`config.mk`:
```
export PLATFORM = sky130hd
export DESIGN_NAME = lq_snoop_guard
export DESIGN_NICKNAME = d
export VERILOG_FILES = /design/src/rtl/lq_snoop_pkg.sv /design/src/rtl/lq_ptr_ctrl.sv /design/src/rtl/lq_slot_array.sv /design/src/rtl/lq_flush_pulse.sv /design/src/rtl/lq_snoop_guard.sv
export SDC_FILE = /design/constraint.sdc
export NUM_CORES = 1
export LEC_CHECK = 0
export CAP_MARGIN = 5
export CORE_MARGIN = 5
export CORE_UTILIZATION = 60
export CTS_BUF_LIST = sky130_fd_sc_hd__clkbuf_4 sky130_fd_sc_hd__clkbuf_8
export DETAILED_ROUTE_END_ITERATION = 8
export DONT_BUFFER_PORTS = 1
export PLACE_DENSITY_LB_ADDON = 0.15
export SYNTH_ARGS = -nofsm -noshare
export SYNTH_HDL_FRONTEND = slang
export SYNTH_SLANG_ARGS = --single-unit
```
`constraint.sdc`:
```
create_clock -name clk -period 4.4 [get_ports clk]
set_input_delay 1.1 -clock clk [delete_from_list [all_inputs] [get_ports clk]]
set_output_delay 1.1 -clock clk [all_outputs]
set_load 0.01 [all_outputs]
```
`src/rtl/lq_snoop_pkg.sv`:
```
package lq_snoop_pkg;

    // Per-slot bookkeeping bits
    typedef struct packed {
        logic valid;   // slot holds a queued load
        logic done;    // load has read memory
    } lq_flags_t;

    // Qualified per-cycle operations seen by the slot array
    typedef struct packed {
        logic alloc;
        logic exec;
        logic retire;
        logic snoop;
        logic clear;
    } lq_ops_t;

    function automatic int unsigned idx_width(input int unsigned n);
        return (n > 1) ? $clog2(n) : 1;
    endfunction

endpackage

```
`src/rtl/lq_ptr_ctrl.sv`:
```
module lq_ptr_ctrl #(
    parameter int DEPTH = 8,
    parameter int IDX_W = 3,
    parameter int CNT_W = 4
) (
    input  logic             clk,
    input  logic             rst,
    input  logic             clear,
    input  logic             push,
    input  logic             pop,
    output logic [IDX_W-1:0] head,
    output logic [IDX_W-1:0] tail,
    output logic [CNT_W-1:0] count,
    output logic             full,
    output logic             empty
);

    function automatic logic [IDX_W-1:0] bump(input logic [IDX_W-1:0] p);
        return (p == IDX_W'(DEPTH - 1)) ? '0 : p + 1'b1;
    endfunction

    always_ff @(posedge clk) begin
        if (rst || clear) begin
            head  <= '0;
            tail  <= '0;
            count <= '0;
        end else begin
            if (push) tail <= bump(tail);
            if (pop)  head <= bump(head);
            case ({push, pop})
                2'b10:   count <= count + 1'b1;
                2'b01:   count <= count - 1'b1;
                default: count <= count;
            endcase
        end
    end

    assign full  = (count == CNT_W'(DEPTH));
    assign empty = (count == '0);

    AST_NO_OVERFLOW: assert property (@(posedge clk) disable iff (rst)
        count <= CNT_W'(DEPTH)) else $error("count overflow");

    AST_NO_UNDERFLOW_POP: assert property (@(posedge clk) disable iff (rst)
        pop |-> !empty) else $error("pop on empty");

endmodule

```
`src/rtl/lq_slot_array.sv`:
```
module lq_slot_array
    import lq_snoop_pkg::*;
#(
    parameter int DEPTH = 8,
    parameter int IDX_W = 3,
    parameter int TAG_W = 26
) (
    input  logic             clk,
    input  logic             rst,
    input  lq_ops_t          ops,
    input  logic [IDX_W-1:0] alloc_idx,
    input  logic [TAG_W-1:0] alloc_tag,
    input  logic [IDX_W-1:0] exec_idx,
    input  logic [IDX_W-1:0] retire_idx,
    input  logic [TAG_W-1:0] snoop_tag,
    output logic [DEPTH-1:0] valid_vec,
    output logic [DEPTH-1:0] done_vec,
    output logic             hit
);

    logic [DEPTH-1:0] hit_vec;

    for (genvar i = 0; i < DEPTH; i++) begin : g_slot
        lq_flags_t        fl_q;
        logic [TAG_W-1:0] tag_q;
        logic             sel_alloc;
        logic             sel_exec;
        logic             sel_retire;

        assign sel_alloc  = ops.alloc  && (alloc_idx  == IDX_W'(i));
        assign sel_exec   = ops.exec   && (exec_idx   == IDX_W'(i)) && fl_q.valid;
        assign sel_retire = ops.retire && (retire_idx == IDX_W'(i));

        always_ff @(posedge clk) begin
            if (rst || ops.clear) begin
                fl_q <= '0;
            end else begin
                if (sel_retire) fl_q.valid <= 1'b0;
                if (sel_exec)   fl_q.done  <= 1'b1;
                if (sel_alloc) begin
                    fl_q  <= '{valid: 1'b1, done: 1'b0};
                    tag_q <= alloc_tag;
                end
            end
        end

        // A read already done (or done this cycle) by a load that is not retiring now
        assign hit_vec[i] = ops.snoop && fl_q.valid
                          && (fl_q.done || sel_exec)
                          && !sel_retire
                          && (tag_q == snoop_tag);

        assign valid_vec[i] = fl_q.valid;
        assign done_vec[i]  = fl_q.done;

        AST_RETIRE_EXECUTED: assert property (@(posedge clk) disable iff (rst)
            sel_retire |-> (fl_q.valid && fl_q.done)) else $error("retire of unexecuted slot");

        AST_ALLOC_FREE_SLOT: assert property (@(posedge clk) disable iff (rst)
            sel_alloc |-> !fl_q.valid) else $error("allocation over live slot");
    end

    assign hit = |hit_vec;

endmodule

```
`src/rtl/lq_flush_pulse.sv`:
```
module lq_flush_pulse (
    input  logic clk,
    input  logic rst,
    input  logic hit,
    output logic flush
);

    always_ff @(posedge clk) begin
        if (rst) flush <= 1'b0;
        else     flush <= hit;
    end

    AST_FLUSH_ONE_CYCLE: assert property (@(posedge clk) disable iff (rst)
        flush |=> !flush) else $error("flush longer than one cycle");

endmodule

```
`src/rtl/lq_snoop_guard.sv`:
```
module lq_snoop_guard
    import lq_snoop_pkg::*;
#(
    parameter int DEPTH  = 8,
    parameter int ADDR_W = 32,
    parameter int OFS_W  = 6,
    localparam int IDX_W = idx_width(DEPTH),
    localparam int CNT_W = $clog2(DEPTH + 1),
    localparam int TAG_W = ADDR_W - OFS_W
) (
    input  logic              clk,
    input  logic              rst,
    input  logic              alloc_req,
    input  logic [ADDR_W-1:0] alloc_addr,
    output logic              alloc_gnt,
    output logic [IDX_W-1:0]  alloc_idx,
    input  logic              exec_req,
    input  logic [IDX_W-1:0]  exec_idx,
    input  logic              commit_req,
    input  logic              snoop_valid,
    input  logic [ADDR_W-1:0] snoop_addr,
    input  logic              pause,
    output logic              flush,
    output logic              dispatch_stall,
    output logic              full
);

    logic [IDX_W-1:0] head, tail;
    logic [CNT_W-1:0] count;
    logic             empty;
    logic [DEPTH-1:0] valid_vec, done_vec;
    logic             hit;
    lq_ops_t          ops;

    logic unused_offsets;
    assign unused_offsets = ^{alloc_addr[OFS_W-1:0], snoop_addr[OFS_W-1:0]};

    // Dispatch gating: flush cycle or pause with older loads outstanding
    assign dispatch_stall = flush || (pause && !empty);
    assign alloc_gnt      = alloc_req && !full && !dispatch_stall;
    assign alloc_idx      = tail;

    always_comb begin
        ops        = '0;
        ops.clear  = flush;
        ops.alloc  = alloc_gnt;
        ops.exec   = exec_req    && !flush;
        ops.retire = commit_req  && !flush && valid_vec[head] && done_vec[head];
        ops.snoop  = snoop_valid && !flush;
    end

    lq_ptr_ctrl #(
        .DEPTH (DEPTH),
        .IDX_W (IDX_W),
        .CNT_W (CNT_W)
    ) u_ptr (
        .clk   (clk),
        .rst   (rst),
        .clear (ops.clear),
        .push  (ops.alloc),
        .pop   (ops.retire),
        .head  (head),
        .tail  (tail),
        .count (count),
        .full  (full),
        .empty (empty)
    );

    lq_slot_array #(
        .DEPTH (DEPTH),
        .IDX_W (IDX_W),
        .TAG_W (TAG_W)
    ) u_slots (
        .clk        (clk),
        .rst        (rst),
        .ops        (ops),
        .alloc_idx  (tail),
        .alloc_tag  (alloc_addr[ADDR_W-1:OFS_W]),
        .exec_idx   (exec_idx),
        .retire_idx (head),
        .snoop_tag  (snoop_addr[ADDR_W-1:OFS_W]),
        .valid_vec  (valid_vec),
        .done_vec   (done_vec),
        .hit        (hit)
    );

    lq_flush_pulse u_flush (
        .clk   (clk),
        .rst   (rst),
        .hit   (hit),
        .flush (flush)
    );

    AST_OCCUPANCY_MATCH: assert property (@(posedge clk) disable iff (rst)
        $countones(valid_vec) == int'(count)) else $error("slot/pointer mismatch");

    AST_FLUSH_NEEDS_SNOOP: assert property (@(posedge clk) disable iff (rst)
        flush |-> $past(snoop_valid)) else $error("flush without snoop");

    AST_FLUSH_CLEARS: assert property (@(posedge clk) disable iff (rst)
        flush |=> (empty && valid_vec == '0)) else $error("queue not cleared");

    AST_PAUSE_SERIAL: assert property (@(posedge clk) disable iff (rst)
        (pause && alloc_gnt) |-> (valid_vec == '0)) else $error("paused dispatch with older loads");

endmodule

```
==> results of run 1 <==
stage by stage:
step	cell area (µm²)	util	cells
6_report	11200	0.671	965
5_1_grt	11200	0.671	965
4_1_cts	11200	0.671	965
3_5_place_dp	10500	0.627	901
3_3_place_gp	10500	0.627	901
2_1_floorplan	10200	-	703
power by group through the flow:
| stage | combinational, mW | clock, mW | sequential [mW] |
|---|---|---|---|
| detailed placement | 0.241 | 0 | 2.55 |
| global placement | 0.235 | 0 | 2.55 |
| finish | 0.242 | 1.86 | 2.50 |
| CTS | 0.243 | 1.89 | 2.50 |
| floorplan | 0.219 | 0 | 2.54 |
| global route | 0.263 | 2.01 | 2.51 |
cell families (layout without fill, tap and decap cells):
logic type / Yosys count / in the layout / share of synthesized area
xor+xnor: 211 / 211 / 0.180
fa+ha+maj: 16 / 16 / 0.0203
flops: 235 / 235 / 0.662
compound gates: 47 / 47 / 0.0310
simple gates: 146 / 146 / 0.0813
mux: 3 / 3 / 0.00537
buf+inv: 45 / 87 / 0.0197
worst min path at each step:
stage          cells past startpoint                                end  slack (ns)
3_5_place_dp                       2  u_slots.valid_vec[3]$_SDFFE_PP0P_        0.50
4_1_cts                            2  u_slots.valid_vec[3]$_SDFFE_PP0P_        0.51
5_1_grt                            2  u_slots.valid_vec[7]$_SDFFE_PP0P_        0.53
3_3_place_gp                       2        u_ptr.count[3]$_SDFFE_PP0P_        0.48
2_1_floorplan                      2  u_slots.valid_vec[3]$_SDFFE_PP0P_        0.46
6_report                           2  u_slots.valid_vec[3]$_SDFFE_PP0P_        0.51
worst reg2reg max path, cell delays in order (launching register included):
cell	delay [ns]
dfxtp_1	0.36
or4_1	0.53
a21oi_1	0.18
and3_1	0.18
buf_4	0.24
inv_1	0.13
ha_1	0.25
ha_1	0.30
a21o_1	0.20
a21oi_1	0.20
xnor2_1	0.11
or3_1	0.32
a21oi_1	0.16
sequential cells by signal, summed over array words and instances (netlist names):
register	flops
u_flush.flush	1
u_slots.g_slot.tag_q	208
u_ptr.head	3
u_slots.done_vec	8
u_ptr.count	4
u_slots.valid_vec	8
u_ptr.tail	3
cells in the final DEF, fill, tap and decap left out, drive strengths merged, types with 3 or more instances in the layout:
cell,count
edfxtp,208
xnor2,118
xor2,93
clkbuf,54
nand4,34
nor4,28
dfxtp,27
nand2,25
nor3,18
nor2,17
ha,15
inv,14
a21oi,11
buf,10
a31oi,7
clkinv,7
o21ai,6
nand3,5
and3,3
nor2b,3
or3,3
a41oi,3
a311oi,3
o22ai,3
a211oi,3
per-layer routing:
| metal | vias to the layer above | GRT usage | share of wire |
|---|---|---|---|
| met1 | 2877 | 0.347 | 0.40 |
| met4 | 0 | 0.0714 | 0.020 |
| met5 | - | 0 | 0 |
| met3 | 34 | 0.0691 | 0.091 |
| met2 | 256 | 0.421 | 0.49 |
| li1 | 2594 | - | - |
final cells by class:
class                           instances  area, µm²
Clock buffer                           54        668
Multi-Input combinational cell        423       3280
Sequential cell                       235       6790
Timing Repair Buffer                   10       75.1
Tap cell                              220        275
Clock inverter                         10       76.3
Inverter                               13       48.8
Fill cell                            1178       5490
==> run metrics, run 1 <==
vias in the first global route slightly below 6k; Remaining DRCs 0; Routed WL per cell 26.0 µm; via count 5761; clock share of power 0.404; setup total negative slack 0 ns; Sequential Power Share 0.543; Reg2Reg Depth 12; Crit Path Class register to register; Initial DRT Pass Iterations 5; Sw Share 0.215; hold-fix buffers at CTS 0; pins over their slew limit 0; fmax around 0.31 GHz; Post-synth EDFFs 208; Worst Skew about 0.014 ns; LEAKAGE ~3.6 nW; die area roughly 20000 µm²; Main synth FF type edfxtp_1; row count 47; top cells by count, synth 208 x edfxtp_1, 118 x xnor2_1, 93 x xor2_1; Yosys cell types 50; CP cell instances or4_1, a21oi_1, and3_1, buf_4, inv_1, ha_1, ha_1, a21o_1, a21oi_1, xnor2_1, or3_1, a21oi_1; RSZ-0062 raised after global routing no; initial antenna violation count 0; initial DRC count approximately 590; pre-CTS setup slack between 0.9 and 1 ns; core area 16700 µm²; DP HPWL roughly 17 mm; Synth warnings 0; Reg-to-Reg End u_ptr.count[3]$_SDFFE_PP0P_; Synth area leader edfxtp_1; final WL 25.1 mm; Syn Area/Cell ~15 µm²; Int Pwr ~3.6 mW; Crit Path Max Fanout 18; sw power about 0.99 mW; overall power 4.61 mW; max cap viols 0; Combinational Power Share 0.052; Setup crit start u_ptr.count[0]$_SDFFE_PP0P_; chip width between 100 and 150 µm; Critical Path Stages 12; reg2reg start u_ptr.count[0]$_SDFFE_PP0P_; Mapped Cells 703; CP peak stage delay between 0.5 and 0.6 ns; dominant cells by area after synthesis edfxtp_1 61%, xnor2_1 10%, xor2_1 7.9%; # setup viols final 0; antenna-violating nets left 0; Hold Vio Cnt, Final 0; Synthesized Nets approximately 800; PD cells just over 400 nW/µm²; layout cells sized above 1 0.114; CP Data Arrival Time ~3.7 ns; fin worst setup slack about 1.2 ns; asr flop ratio synth 0; Hold Startpoint u_slots.valid_vec[3]$_SDFFE_PP0P_; first-pass GRT wire length around 37 mm; VDD IR max about 0.25 mV; slowest cell on the critical path or4_1; die height 141 µm; CP Capture Point u_ptr.count[3]$_SDFFE_PP0P_; register area share after synthesis 0.662; Hold Slack 0.514 ns; vias per inst a little under 6; gp weighted congestion approximately 0.91; num ports 81; R2R Setup Slk 1.17 ns; CTS sink cnt around 240; clock tree buffer depth 3; Root Driver clkbuf_8; Worst Path Buf+Inv 2; Syn Std Cell Area 10200 µm²; crit start category register; most frequent cell after synthesis edfxtp_1; starting density of the core 0.614; P&R area growth vs syn 9.39%; Tmin final about 3.2 ns; CP delay by family, top simple AND/OR/NAND/NOR gates; CTS clk-pin slew, worst paths about 0.06 ns; CTS tree built; Worst Path Required 4.84 ns; outcome finished, final reports clean; Least-Margin Pin Slew 0.950 ns; synthesized flop and latch total approximately 240; GRT Total Usage 0.258; Num CTS Buffers 39; H-tree depth 2; slew margin rel. 0.365; most used cell, CP a21oi_1; Tcrit/Tclk final 0.734; Overflow after GRT 0; Synth top area share 0.609; cts repair resizes 0; Worst-Skew Late Latency between 0.5 and 0.6 ns; Final #Nets a little over 800; pin count of the biggest net entering global routing 29; n_diodes 0; Setup crit end kind register; postcts setup bufs 0; worst hold path type register to register; number of port buffers 0
Power figures use the tool's default switching activity.
==> run 2, diff against run 1 <==
--- a/config.mk
+++ b/config.mk
@@ -5,6 +5,7 @@
 export SDC_FILE = /design/constraint.sdc
 export NUM_CORES = 1
 export LEC_CHECK = 0
+export ABC_AREA = 1
 export CAP_MARGIN = 5
 export CORE_MARGIN = 5
 export CORE_UTILIZATION = 60
==> constraint.sdc (replaced) <==
create_clock -name clk -period 2.92 [get_ports clk]
set_input_delay 0.73 -clock clk [delete_from_list [all_inputs] [get_ports clk]]
set_output_delay 0.73 -clock clk [all_outputs]
set_load 0.01 [all_outputs]
==> run 2 against run 1 <==
- sequential power increased by 54%
- combinational power rose by 150%
- routed wire length rose by 23%
- clock-buffer cell count increased by 8
- die area up 9.9%
- worst setup slack got worse by 0.79 ns
- first-iteration DRC count increased by 42%
- synthesized area rose by 11%
- utilization is 0.12 points lower
- via count rose by 45%
- critical path type unchanged
==> run metrics, run 2 <==
Final #Nets around 1.3k; setup total negative slack 0 ns; Overflow after GRT 0; Syn Std Cell Area approximately 11000 µm²; Crit Path Max Fanout 6; initial DRC count 840; starting density of the core 0.608; max reg flops approximately 210; slew margin rel. 0.665; die area between 20000 and 25000 µm²; LEAKAGE 5.15 nW; Hold Startpoint rst; chip width 147 µm; Synthesized Nets roughly 1.3k; register area share after synthesis 0.598; H-tree depth 2; fmax 0.394 GHz; asr flop ratio synth 0; Yosys cell types 37; Main synth FF type edfxtp_1; Root Driver clkbuf_8; Tcrit/Tclk final 0.869; # setup viols final 0; GRT Total Usage 0.286; die height 147 µm; reg2reg start u_ptr.head[1]$_SDFFE_PP0N_; max cap viols 0; fin worst setup slack roughly 0.38 ns; Worst Skew 0.0192 ns; most common cell after layout, fill and taps aside nand2_1; num ports 81; Routed WL per cell 20.5 µm; post-synthesis simple-gate area fraction 0.220; most used cell, CP nand2_1; Crit Path Class register to register; CP Data Arrival Time slightly below 3 ns; PD cells 598 nW/µm²; Mapped Cells about 1.2k; most frequent cells in the layout 422 x nand2_1, 208 x edfxtp_1, 152 x inv_1, 140 x nor2_1, 58 x o21ai_0; Least-Margin Pin Slew between 0.4 and 0.5 ns; pin count of the biggest net entering global routing 28; number of port buffers 0; Adder-Cell Fraction of Synth Area 0.0183; first-pass GRT wire length ~46 mm; gp weighted congestion around 0.95; P&R area growth vs syn 10.1%; Post-Synth XOR/XNOR Area 0.0556; final WL between 30 and 40 mm; CTS tree built; Setup crit end kind register; CTS sink cnt approximately 240; Most flops, register u_slots.g_slot.tag_q; slowest cell on the critical path dfxtp_2; synthesized flop and latch total 235; Synth top area share 0.551; layout cells sized above 1 0.0870; vias in the first global route approximately 8.1k; main combinational cell family by area after synthesis simple AND/OR/NAND/NOR gates; outcome finished, final reports clean; pins over their slew limit 0; Tmin final about 2.5 ns; row count 50; clock tree buffer depth 3; dominant cells by area after synthesis edfxtp_1 55%, nand2_1 14%, inv_1 5.0%; Syn Area/Cell ~9.3 µm²; Compound-Gate Fraction of Synth Area 0.0415; initial antenna violation count 1; pre-CTS setup slack about 0.25 ns; Remaining DRCs 0; CP cell instances inv_1, nand3_1, nand3_1, nand2_1, nand2_1, nand3_2, inv_1, ha_1, ha_1, nand2_1, nor2_1, a211oi_1, nor2_1, nor2_1, nand2_1, o21ai_0, a21oi_1; Worst-Skew Late Latency roughly 0.55 ns; Post-synth EDFFs ~210; DP HPWL between 20 and 25 mm; vias per inst 5.52; Synth warnings 0; CP peak stage delay between 0.3 and 0.4 ns; Num CTS Buffers roughly 40; n_diodes 0; via count 8330; core area between 15000 and 20000 µm²; crit start category register; Worst Path Required 3.34 ns; CTS clk-pin slew, worst paths roughly 0.060 ns; VDD IR max 0.479 mV; Hold Vio Cnt, Final 0; top cells by count, synth 422 x nand2_1, 208 x edfxtp_1, 152 x inv_1; antenna-violating nets left 0; Synth area leader edfxtp_1; Setup crit start u_ptr.head[1]$_SDFFE_PP0N_; post-synthesis mux area share 0; Initial DRT Pass Iterations 5; RSZ-0062 raised after global routing no; most frequent cell after synthesis nand2_1; worst hold path type primary input to register
[run 2: changes by cell type in the layout (fill, tap and decap cells not counted), sizes merged, moves of 35 or more]
cell / previous run / this run
xnor2: 118 / 55
nor2: 17 / 149
nand3: 5 / 40
xor2: 93 / 17
nand2: 25 / 423
o21ai: 6 / 61
inv: 14 / 156
[run 2: power by group]
group          internal, mW  switching [mW]
Combinational         0.207           0.392
Sequential             3.77          0.0758
Clock                  1.71            1.30
Total                  5.70            1.77
[run 2: per-layer routing]
layer	track usage	vias up	routed length [µm]
met4	0.124	2	1240
met1	0.372	3920	12400
met2	0.466	392	14500
li1	-	3932	-
met3	0.0668	84	2790
met5	0	-	13
[run 2: cell type report]
class                   count  area, µm²
flip-flops and latches    235       6790
multi-input cells         798       3840
clock inverters            11       75.1
well taps                 234        293
clock buffers              62        747
repair buffers             13        148
fillers                  1481       6150
inverters                 157        603
[run 2: metrics by stage]
| stage | instances | power [mW] | util | hold WS [ns] | instance area (µm²) |
|---|---|---|---|---|---|
| finish | 1510 | 7.47 | 0.670 | 0.253 | 12500 |
| global route | 1510 | 7.75 | 0.670 | 0.239 | 12500 |
| CTS | 1510 | 7.49 | 0.670 | 0.227 | 12500 |
| detailed placement | 1437 | 4.51 | 0.626 | 0.511 | 11700 |
| global placement | 1437 | 4.49 | 0.626 | 0.504 | 11700 |
| floorplan | 1217 | 4.36 | - | 0.467 | 11300 |
[run 2: repair_timing]
action / 4_1_cts / 5_1_grt
gates resized for setup: 0 / 3
endpoints found under the hold margin: 0 / 0
hold buffers: 0 / 0
setup endpoints to repair: 0 / 1
buffers inserted: 0 / 0
[run 2: final timing paths]
kind / cells past startpoint / endpoint / slack [ns]
worst min register to register: 2 / u_slots.done_vec[5]$_SDFFE_PP0P_ / 0.52
worst min-delay path: 1 / u_flush.flush$_SDFF_PP0_ / 0.25
worst max-delay path: 17 / u_ptr.count[3]$_SDFFE_PP0P_ / 0.38
worst max register to register: 17 / u_ptr.count[3]$_SDFFE_PP0P_ / 0.38
[run 2: kinds of logic (layout without fill, tap and decap cells)]
| group | count (synthesis) | after routing |
|---|---|---|
| compound gates | 85 | 85 |
| xor+xnor | 72 | 72 |
| flops | 235 | 235 |
| fa+ha+maj | 16 | 16 |
| buf+inv | 184 | 243 |
| simple gates | 625 | 625 |
[run 2: critical path: cells and delay by family (launching register included)]
| family | cells | cell delay [ns] |
|---|---|---|
| flops | 1 | 0.35 |
| compound gates | 3 | 0.41 |
| buf+inv | 2 | 0.31 |
| fa+ha+maj | 2 | 0.48 |
| simple gates | 10 | 0.86 |
